<file path="src/rtl/int_exec_pkg.sv">
// Shared opcodes, operation codes and decode bundle for the execute unit.
// Assumes the fixed 32-bit instruction layout with a 7-bit opcode field.
package int_exec_pkg;
    localparam int INSTR_W = 32;
    localparam logic [6:0] OPC_REG   = 7'b0110011;
    localparam logic [6:0] OPC_IMM   = 7'b0010011;
    localparam logic [6:0] OPC_UPPER = 7'b0110111;

    typedef enum logic [3:0] {
        OP_NONE,
        OP_ADD,
        OP_SUB,
        OP_OR,
        OP_XOR,
        OP_AND,
        OP_SHL,
        OP_SHR_ZERO,
        OP_SHR_SIGN,
        OP_PASS_B
    } exec_op_e;

    typedef enum logic [1:0] {
        SRC_REG,
        SRC_IMM_SIGNED,
        SRC_IMM_ZERO,
        SRC_UPPER
    } src_sel_e;

    typedef struct packed {
        exec_op_e op;
        src_sel_e src;
        logic     legal;
    } dec_ctrl_t;
endpackage

</file>
<file path="src/rtl/iexu_field_split.sv">
// Slices an instruction into its fields and builds the three immediate forms.
// Assumes UP_SHIFT < DATA_W; the upper immediate keeps only the low DATA_W bits.
module iexu_field_split
    import int_exec_pkg::*;
#(
    parameter int DATA_W   = 32,
    parameter int IDX_W    = 5,
    parameter int UP_SHIFT = 16
) (
    input  logic [INSTR_W-1:0] instr,
    output logic [6:0]         opcode,
    output logic [2:0]         funct3,
    output logic [6:0]         funct7,
    output logic [IDX_W-1:0]   rd,
    output logic [DATA_W-1:0]  imm_sext,
    output logic [DATA_W-1:0]  imm_zext,
    output logic [DATA_W-1:0]  imm_upper
);
    localparam int IMM_W = 12;
    localparam int UP_W  = 20;
    localparam int WIDE_W = UP_W + UP_SHIFT;

    logic [IMM_W-1:0]  imm12;
    logic [UP_W-1:0]   up20;
    logic [WIDE_W-1:0] up_wide;

    // Field extraction at the fixed bit positions.
    always_comb begin
        opcode = instr[6:0];
        rd     = instr[7 +: IDX_W];
        funct3 = instr[14:12];
        funct7 = instr[31:25];
        imm12  = instr[31:20];
        up20   = instr[31:12];
        up_wide = {up20, {UP_SHIFT{1'b0}}};
    end

    // Immediate extension; the upper form is truncated or padded to DATA_W.
    always_comb begin
        imm_sext = {{(DATA_W-IMM_W){imm12[IMM_W-1]}}, imm12};
        imm_zext = {{(DATA_W-IMM_W){1'b0}}, imm12};
    end

    generate
        if (WIDE_W >= DATA_W) begin : g_up_trunc
            assign imm_upper = up_wide[DATA_W-1:0];
        end else begin : g_up_pad
            assign imm_upper = {{(DATA_W-WIDE_W){1'b0}}, up_wide};
        end
    endgenerate
endmodule

</file>
<file path="src/rtl/iexu_ctrl.sv">
// Maps opcode, funct3 and funct7 to an operation, an operand-B source and
// a legality bit. Assumes nothing about the register operands.
module iexu_ctrl
    import int_exec_pkg::*;
(
    input  logic [6:0] opcode,
    input  logic [2:0] funct3,
    input  logic [6:0] funct7,
    output dec_ctrl_t  ctrl
);
    logic f7_zero;
    logic f7_alt;

    // Only two funct7 patterns exist in the subset.
    always_comb begin
        f7_zero = (funct7 == 7'b0000000);
        f7_alt  = (funct7 == 7'b0100000);
    end

    // Operation selection per group; anything unmatched stays illegal.
    always_comb begin
        ctrl = '{op: OP_NONE, src: SRC_REG, legal: 1'b0};
        unique case (opcode)
            OPC_REG: begin
                ctrl.src = SRC_REG;
                case (funct3)
                    3'b000: if (f7_zero) ctrl = '{OP_ADD, SRC_REG, 1'b1};
                            else if (f7_alt) ctrl = '{OP_SUB, SRC_REG, 1'b1};
                    3'b110: if (f7_zero) ctrl = '{OP_OR, SRC_REG, 1'b1};
                    3'b100: if (f7_zero) ctrl = '{OP_XOR, SRC_REG, 1'b1};
                    3'b001: if (f7_zero) ctrl = '{OP_SHL, SRC_REG, 1'b1};
                    3'b101: if (f7_zero) ctrl = '{OP_SHR_ZERO, SRC_REG, 1'b1};
                            else if (f7_alt) ctrl = '{OP_SHR_SIGN, SRC_REG, 1'b1};
                    default: ;
                endcase
            end
            OPC_IMM: begin
                case (funct3)
                    3'b000: ctrl = '{OP_ADD, SRC_IMM_SIGNED, 1'b1};
                    3'b111: ctrl = '{OP_AND, SRC_IMM_ZERO, 1'b1};
                    3'b110: ctrl = '{OP_OR, SRC_IMM_ZERO, 1'b1};
                    default: ;
                endcase
            end
            OPC_UPPER: ctrl = '{OP_PASS_B, SRC_UPPER, 1'b1};
            default: ;
        endcase
    end
endmodule

</file>
<file path="src/rtl/iexu_alu.sv">
// Combinational arithmetic, logic and shift datapath.
// Assumes DATA_W is a power of two so the shift amount is log2(DATA_W) bits.
module iexu_alu
    import int_exec_pkg::*;
#(
    parameter int DATA_W = 32
) (
    input  exec_op_e          op,
    input  logic [DATA_W-1:0] a,
    input  logic [DATA_W-1:0] b,
    output logic [DATA_W-1:0] y
);
    localparam int SH_W = $clog2(DATA_W);

    logic [SH_W-1:0] shamt;

    // Shift amount from the low bits of operand B only.
    always_comb shamt = b[SH_W-1:0];

    // Result mux over the supported operations.
    always_comb begin
        unique case (op)
            OP_ADD:      y = a + b;
            OP_SUB:      y = a - b;
            OP_OR:       y = a | b;
            OP_XOR:      y = a ^ b;
            OP_AND:      y = a & b;
            OP_SHL:      y = a << shamt;
            OP_SHR_ZERO: y = a >> shamt;
            OP_SHR_SIGN: y = DATA_W'($signed(a) >>> shamt);
            OP_PASS_B:   y = b;
            default:     y = '0;
        endcase
    end
endmodule

</file>
<file path="src/rtl/int_exec_unit.sv">
// Top of the decode/execute unit: field split, control decode, operand-B
// select and ALU, then write-enable and illegal qualification.
// Assumes operands arrive already read from the register file.
module int_exec_unit
    import int_exec_pkg::*;
#(
    parameter int DATA_W   = 32,
    parameter int IDX_W    = 5,
    parameter int UP_SHIFT = 16
) (
    input  logic [INSTR_W-1:0] instr_i,
    input  logic [DATA_W-1:0]  opa_i,
    input  logic [DATA_W-1:0]  opb_i,
    output logic [DATA_W-1:0]  result_o,
    output logic [IDX_W-1:0]   rd_o,
    output logic               wr_en_o,
    output logic               illegal_o
);
    logic [6:0]        opcode;
    logic [2:0]        funct3;
    logic [6:0]        funct7;
    logic [IDX_W-1:0]  rd;
    logic [DATA_W-1:0] imm_sext, imm_zext, imm_upper;
    logic [DATA_W-1:0] opb_sel, alu_y;
    dec_ctrl_t         ctrl;

    iexu_field_split #(.DATA_W(DATA_W), .IDX_W(IDX_W), .UP_SHIFT(UP_SHIFT)) u_split (
        .instr(instr_i), .opcode(opcode), .funct3(funct3), .funct7(funct7),
        .rd(rd), .imm_sext(imm_sext), .imm_zext(imm_zext), .imm_upper(imm_upper)
    );

    iexu_ctrl u_ctrl (
        .opcode(opcode), .funct3(funct3), .funct7(funct7), .ctrl(ctrl)
    );

    // Operand-B source: register or one of the immediate forms.
    always_comb begin
        unique case (ctrl.src)
            SRC_REG:        opb_sel = opb_i;
            SRC_IMM_SIGNED: opb_sel = imm_sext;
            SRC_IMM_ZERO:   opb_sel = imm_zext;
            default:        opb_sel = imm_upper;
        endcase
    end

    iexu_alu #(.DATA_W(DATA_W)) u_alu (
        .op(ctrl.op), .a(opa_i), .b(opb_sel), .y(alu_y)
    );

    // Output qualification: illegal zeroes the result, index zero never writes.
    always_comb begin
        rd_o      = rd;
        illegal_o = ~ctrl.legal;
        result_o  = ctrl.legal ? alu_y : '0;
        wr_en_o   = ctrl.legal && (rd != '0);
    end
endmodule

</file>
<file path="config.mk">
export PLATFORM = sky130hd
export DESIGN_NAME = int_exec_unit
export DESIGN_NICKNAME = d
export VERILOG_FILES = /design/src/rtl/int_exec_pkg.sv /design/src/rtl/iexu_field_split.sv /design/src/rtl/iexu_ctrl.sv /design/src/rtl/iexu_alu.sv /design/src/rtl/int_exec_unit.sv
export SDC_FILE = /design/constraint.sdc
export NUM_CORES = 1
export LEC_CHECK = 0
export BUFFER_PORTS_ARGS = -buffer_cell sky130_fd_sc_hd__buf_4
export CAP_MARGIN = 5
export CORE_AREA = 2 2 125 219
export DETAILED_ROUTE_END_ITERATION = 10
export DIE_AREA = 0 0 127 221
export GPL_TIMING_DRIVEN = 0
export PLACE_DENSITY_LB_ADDON = 0.1
export SLEW_MARGIN = 0
export SYNTH_ARGS = -nofsm -noshare
export SYNTH_HDL_FRONTEND = slang
export SYNTH_HIERARCHICAL = 1
export SYNTH_SLANG_ARGS = --single-unit
</file>
<file path="constraint.sdc">
create_clock -name vclk -period 20.7
set_input_delay 4.14 -clock vclk [all_inputs]
set_output_delay 4.14 -clock vclk [all_outputs]
set_load 0.01 [all_outputs]
</file>
Word level (Yosys, flattened, before mapping)
Index checks and enable logic that the tools add are counted.
{"block": "op_classes", "n_reduce_logical": 5, "bitwise_logic": 4, "n_eq_ne": 20, "muxes": 13, "addsub": 2, "shifts": 3}
{"cell": "$pmux W32 S9", "count": 1}
{"cell": "$pmux W32 S3", "count": 1}
{"cell": "$pmux W7 S5", "count": 1}
{"cell": "$add A32 B32 Y32", "count": 1}
{"cell": "$and A32 B32 Y32", "count": 1}
{"cell": "$mux W32", "count": 1}
{"cell": "$or A32 B32 Y32", "count": 1}
{"cell": "$shl A32 B5 Y32", "count": 1}
{"cell": "$shr A32 B5 Y32", "count": 1}
{"cell": "$sshr A32 B5 Y32", "count": 1}
{"cell": "$sub A32 B32 Y32", "count": 1}
{"cell": "$xor A32 B32 Y32", "count": 1}
{"cell": "$eq A7 B6 Y1 const B", "count": 3}
{"cell": "$mux W7", "count": 3}
{"cell": "$pmux W7 S3", "count": 1}
{"cell": "$pmux W6 S3", "count": 1}
{"cell": "$eq A4 B3 Y1 const B", "count": 4}
{"cell": "$eq A3 B3 Y1 const B", "count": 4}
{"cell": "$mux W6", "count": 2}
{"cell": "$mux W5", "count": 2}
{"cell": "$eq A4 B2 Y1 const B", "count": 2}
{"cell": "$eq A4 B4 Y1 const B", "count": 2}
{"cell": "$eq A7 B5 Y1 const B", "count": 1}
{"cell": "$logic_not A7 Y1", "count": 1}
{"cell": "other kinds (9)", "count": 9}
{"block": "totals", "register_bits": 0, "input_bits": 96, "output_inout_bits": 39}

Longest topological paths before layout
{"block": "logic_depth", "word_depth": 10, "depth_mapped": 31, "depth_no_buf": 24}

By module
The synthesis kept the hierarchy.
{"module": "iexu_alu", "cells_per_inst": 1113, "area_per_inst_um2": 8194.1, "instances": 1, "seq_area_each_um2": 0.0}
{"module": "int_exec_unit", "cells_per_inst": 78, "area_per_inst_um2": 1043.5, "instances": 1, "seq_area_each_um2": 0.0}
{"module": "iexu_field_split", "cells_per_inst": 119, "area_per_inst_um2": 889.6, "instances": 1, "seq_area_each_um2": 0.0}
{"module": "iexu_ctrl", "cells_per_inst": 44, "area_per_inst_um2": 275.3, "instances": 1, "seq_area_each_um2": 0.0}

Worst setup path before layout
Ideal clock, no wire load.
{"block": "synth_timing", "kind": "input to output", "from": "in instr_i[3]", "to": "out result_o[31]", "path_slack_ns": 6.509, "n_path_buf": 8, "cell_stages": 30, "required_time_ns": 16.560, "t_arrival_ns": 10.051, "cell_sequence": "buf_4 > or3_1 > clkbuf_1 > a21oi_1 > buf_6 > buf_12 > mux4_2 > buf_6 > inv_2 > buf_1 > ha_1 > nor2b_1 > nand3_1 > nor2b_1 > nand2_1 > or3_1 > o41ai_1 > xnor2_1 > ha_1 > clkbuf_1 > and3_1 > clkbuf_1 > nor3b_1 > and3_1 > o211ai_1 > a31oi_1 > o41ai_1 > xnor2_1 > o21ai_1 > and2_1"}
{"element": "from (decl)", "line_no": "int_exec_unit.sv:11", "text": "input logic [INSTR_W-1:0] instr_i,"}
{"element": "to (decl)", "line_no": "int_exec_unit.sv:14", "text": "output logic [DATA_W-1:0] result_o,"}

==> metrics.csv <==
stage,metric,value,unit
floorplan,boundaryPins,135,
layout,fill_cells,2726,
setup_path,cp_top_family,simple AND/OR/NAND/NOR gates,
setup_path,crit_top_cell,clkbuf_1,
layout,design.seq.count,0,
place,dp_hpwl,46890,um
drt,highest_layer,met4,
sta,period_share,81.86,%
global_routing,grt_pass1_vias,11890,
setup_path,critical_path.max_stage_delay,0.67,ns
cts,cts_resized,0,
drt,post_drt_wl_per_cell,31.61,um
run,cap_violations,0,
floorplan,rows,79,
layout,final_common_cell,buf_4,
layout,fin_area,11730,sq um
yosys,syn_area,10400,sq um
drt,drt_iter0_drc,1277,
sta,final-hold-violation-count,0,
layout,clock_buffers,0,
yosys,yosys_warnings,6,
floorplan,start_util,39.56,%
yosys,seq_area_frac_synth,0,%
global_routing,grt_first_pass_wirelength,81560,um
sta,final-max-slew-violation-count,0,
layout,multi_input_area,8876,sq um
hold_path,hold_start,instr_i[9],
layout,regArea,0,sq um
setup_path,crit_fanout,12,
run_status,outcome,"finished, final reports clean",
sta,max-slew-margin-rel,14.88,%
layout,finalNetCount,1688,
sta,fin_setup_tns,0,ns
floorplan,fp.coreArea,26290,sq um
hold_path,hold_class,input port to output port,
setup_path,cp.arrival,12.81,ns
drt,met2_length,28080,um
setup_path,worst_setup_path_start_kind,input port,
yosys,syn_avg_cell_area,7.683,sq um
setup_path,worst_setup_path_end_kind,output port,
global_routing,grt_overflow,0,
drt,wl_met1,18400,um
floorplan,die_area,28070,sq um
drt,route.met3.wl,3862,um
place,gp_congestion,1.119,
setup_path,path_buf_inv,9,
sta,post-route-min-period,16.95,ns
setup_path,cp_slowest_cell,buf_1,
setup_path,worstSetupPathType,input port to output port,
drt,drc,0,
place,port_buffers,103,
layout,final_cell_mix,"buf_4 (225), nand2_1 (114), nor2_1 (103), ha_1 (97), o21ai_0 (89)",
global_routing,grt_max_degree,24,
floorplan,die_width,127,um
drt,detail_route.wirelength,57440,um
drt,ant_nets,0,
cts,cts_setup_buffers,0,
layout,drive_gt1_share,24.60,%
layout,area_growth_syn_to_layout,12.71,%
drt,dr.pass1.iters,6,
yosys,synthDistinctLibCells,81,
sta,setup_viol,0,
yosys,syn_inst,1354,
sta,worst_pin_slew,1.266,ns
setup_path,critical_path_required,16.56,ns
global_routing,antenna_found_initial,1,
setup_path,cp_num_cells,31,
drt,vias,11910,
hold_path,hold_depth,2,
sta,rsz0062_at_grt,false,
drt,viasPerCell,6.557,
global_routing,track_usage,39.79,%
sta,fmax,59.01,MHz
place,place_area,11710,sq um
cts,hold_buffers,0,
hold_path,min_delay_worst_endpoint,rd_o[2],
floorplan,die_h,221,um
Yosys cell counts, drive strengths merged, types with 10 or more instances:
cell type | count | area, sq um
mux2i | 37 | 370.4
nand2b | 14 | 87.58
o21ai | 93 | 465.5
inv | 70 | 262.8
ha | 97 | 1214
xor2 | 14 | 122.6
nand3 | 26 | 135.1
mux4 | 91 | 2087
or3 | 10 | 62.56
a31oi | 16 | 100.1
clkbuf | 61 | 229.0
nand2 | 114 | 427.9
and2 | 42 | 262.8
a21o | 21 | 157.7
buf | 160 | 1165
o211ai | 20 | 150.1
o21a | 12 | 90.09
a22oi | 24 | 180.2
xnor2 | 40 | 350.3
o2111ai | 22 | 192.7
mux2 | 12 | 135.1
a21oi | 72 | 360.4
o22ai | 12 | 75.07
nor2 | 104 | 397.9
and3 | 13 | 81.33
o31ai | 10 | 75.07
nor3 | 25 | 130.1
cell type report:
| class | instances | area share, % |
|---|---|---|
| repair buffers | 103 | 6.595 |
| well taps | 324 | 3.457 |
| diodes | 1 | 0.02134 |
| inverters | 73 | 2.337 |
| multi-input cells | 1095 | 75.70 |
| plain buffers | 221 | 11.89 |
metrics by stage:
stage | cells | utilization [%] | hold WS (ns) | worst slack, ns
after floorplan | 1389 | - | 8.377 | 6.509
after global placement | 1816 | 44.55 | 8.468 | 3.993
after detailed placement | 1816 | 44.55 | 8.469 | 3.988
after CTS | 1816 | 44.55 | 8.469 | 3.966
after global routing | 1817 | 44.59 | 8.473 | 3.561
final | 1817 | 44.59 | 8.468 | 3.755
routing by layer:
metal | vias up | track usage [%]
met5 | - | 0
met4 | 0 | 36.55
met3 | 271 | 6.721
met2 | 727 | 69.63
met1 | 5726 | 39.22
li1 | 5190 | -
how the worst max path moves through the flow:
stage                     slack [ns]   startpoint            to
final                           3.75  instr_i[13]  result_o[29]
after global routing            3.56   instr_i[1]  result_o[29]
after CTS                       3.97   instr_i[4]  result_o[29]
after detailed placement        3.99   instr_i[4]  result_o[29]
after global placement          3.99   instr_i[4]  result_o[29]
after floorplan                 6.51   instr_i[3]  result_o[31]
cell families (layout without fill, tap and decap cells):
kind of cell,Yosys count,count (layout),synth area share [%]
simple gates,384,384,17.95
compound gates,383,383,24.66
buf+inv,294,397,16.03
mux,140,140,24.92
fa+ha+maj,98,98,11.86
xor+xnor,54,54,4.547
other cells,1,37,0.03605
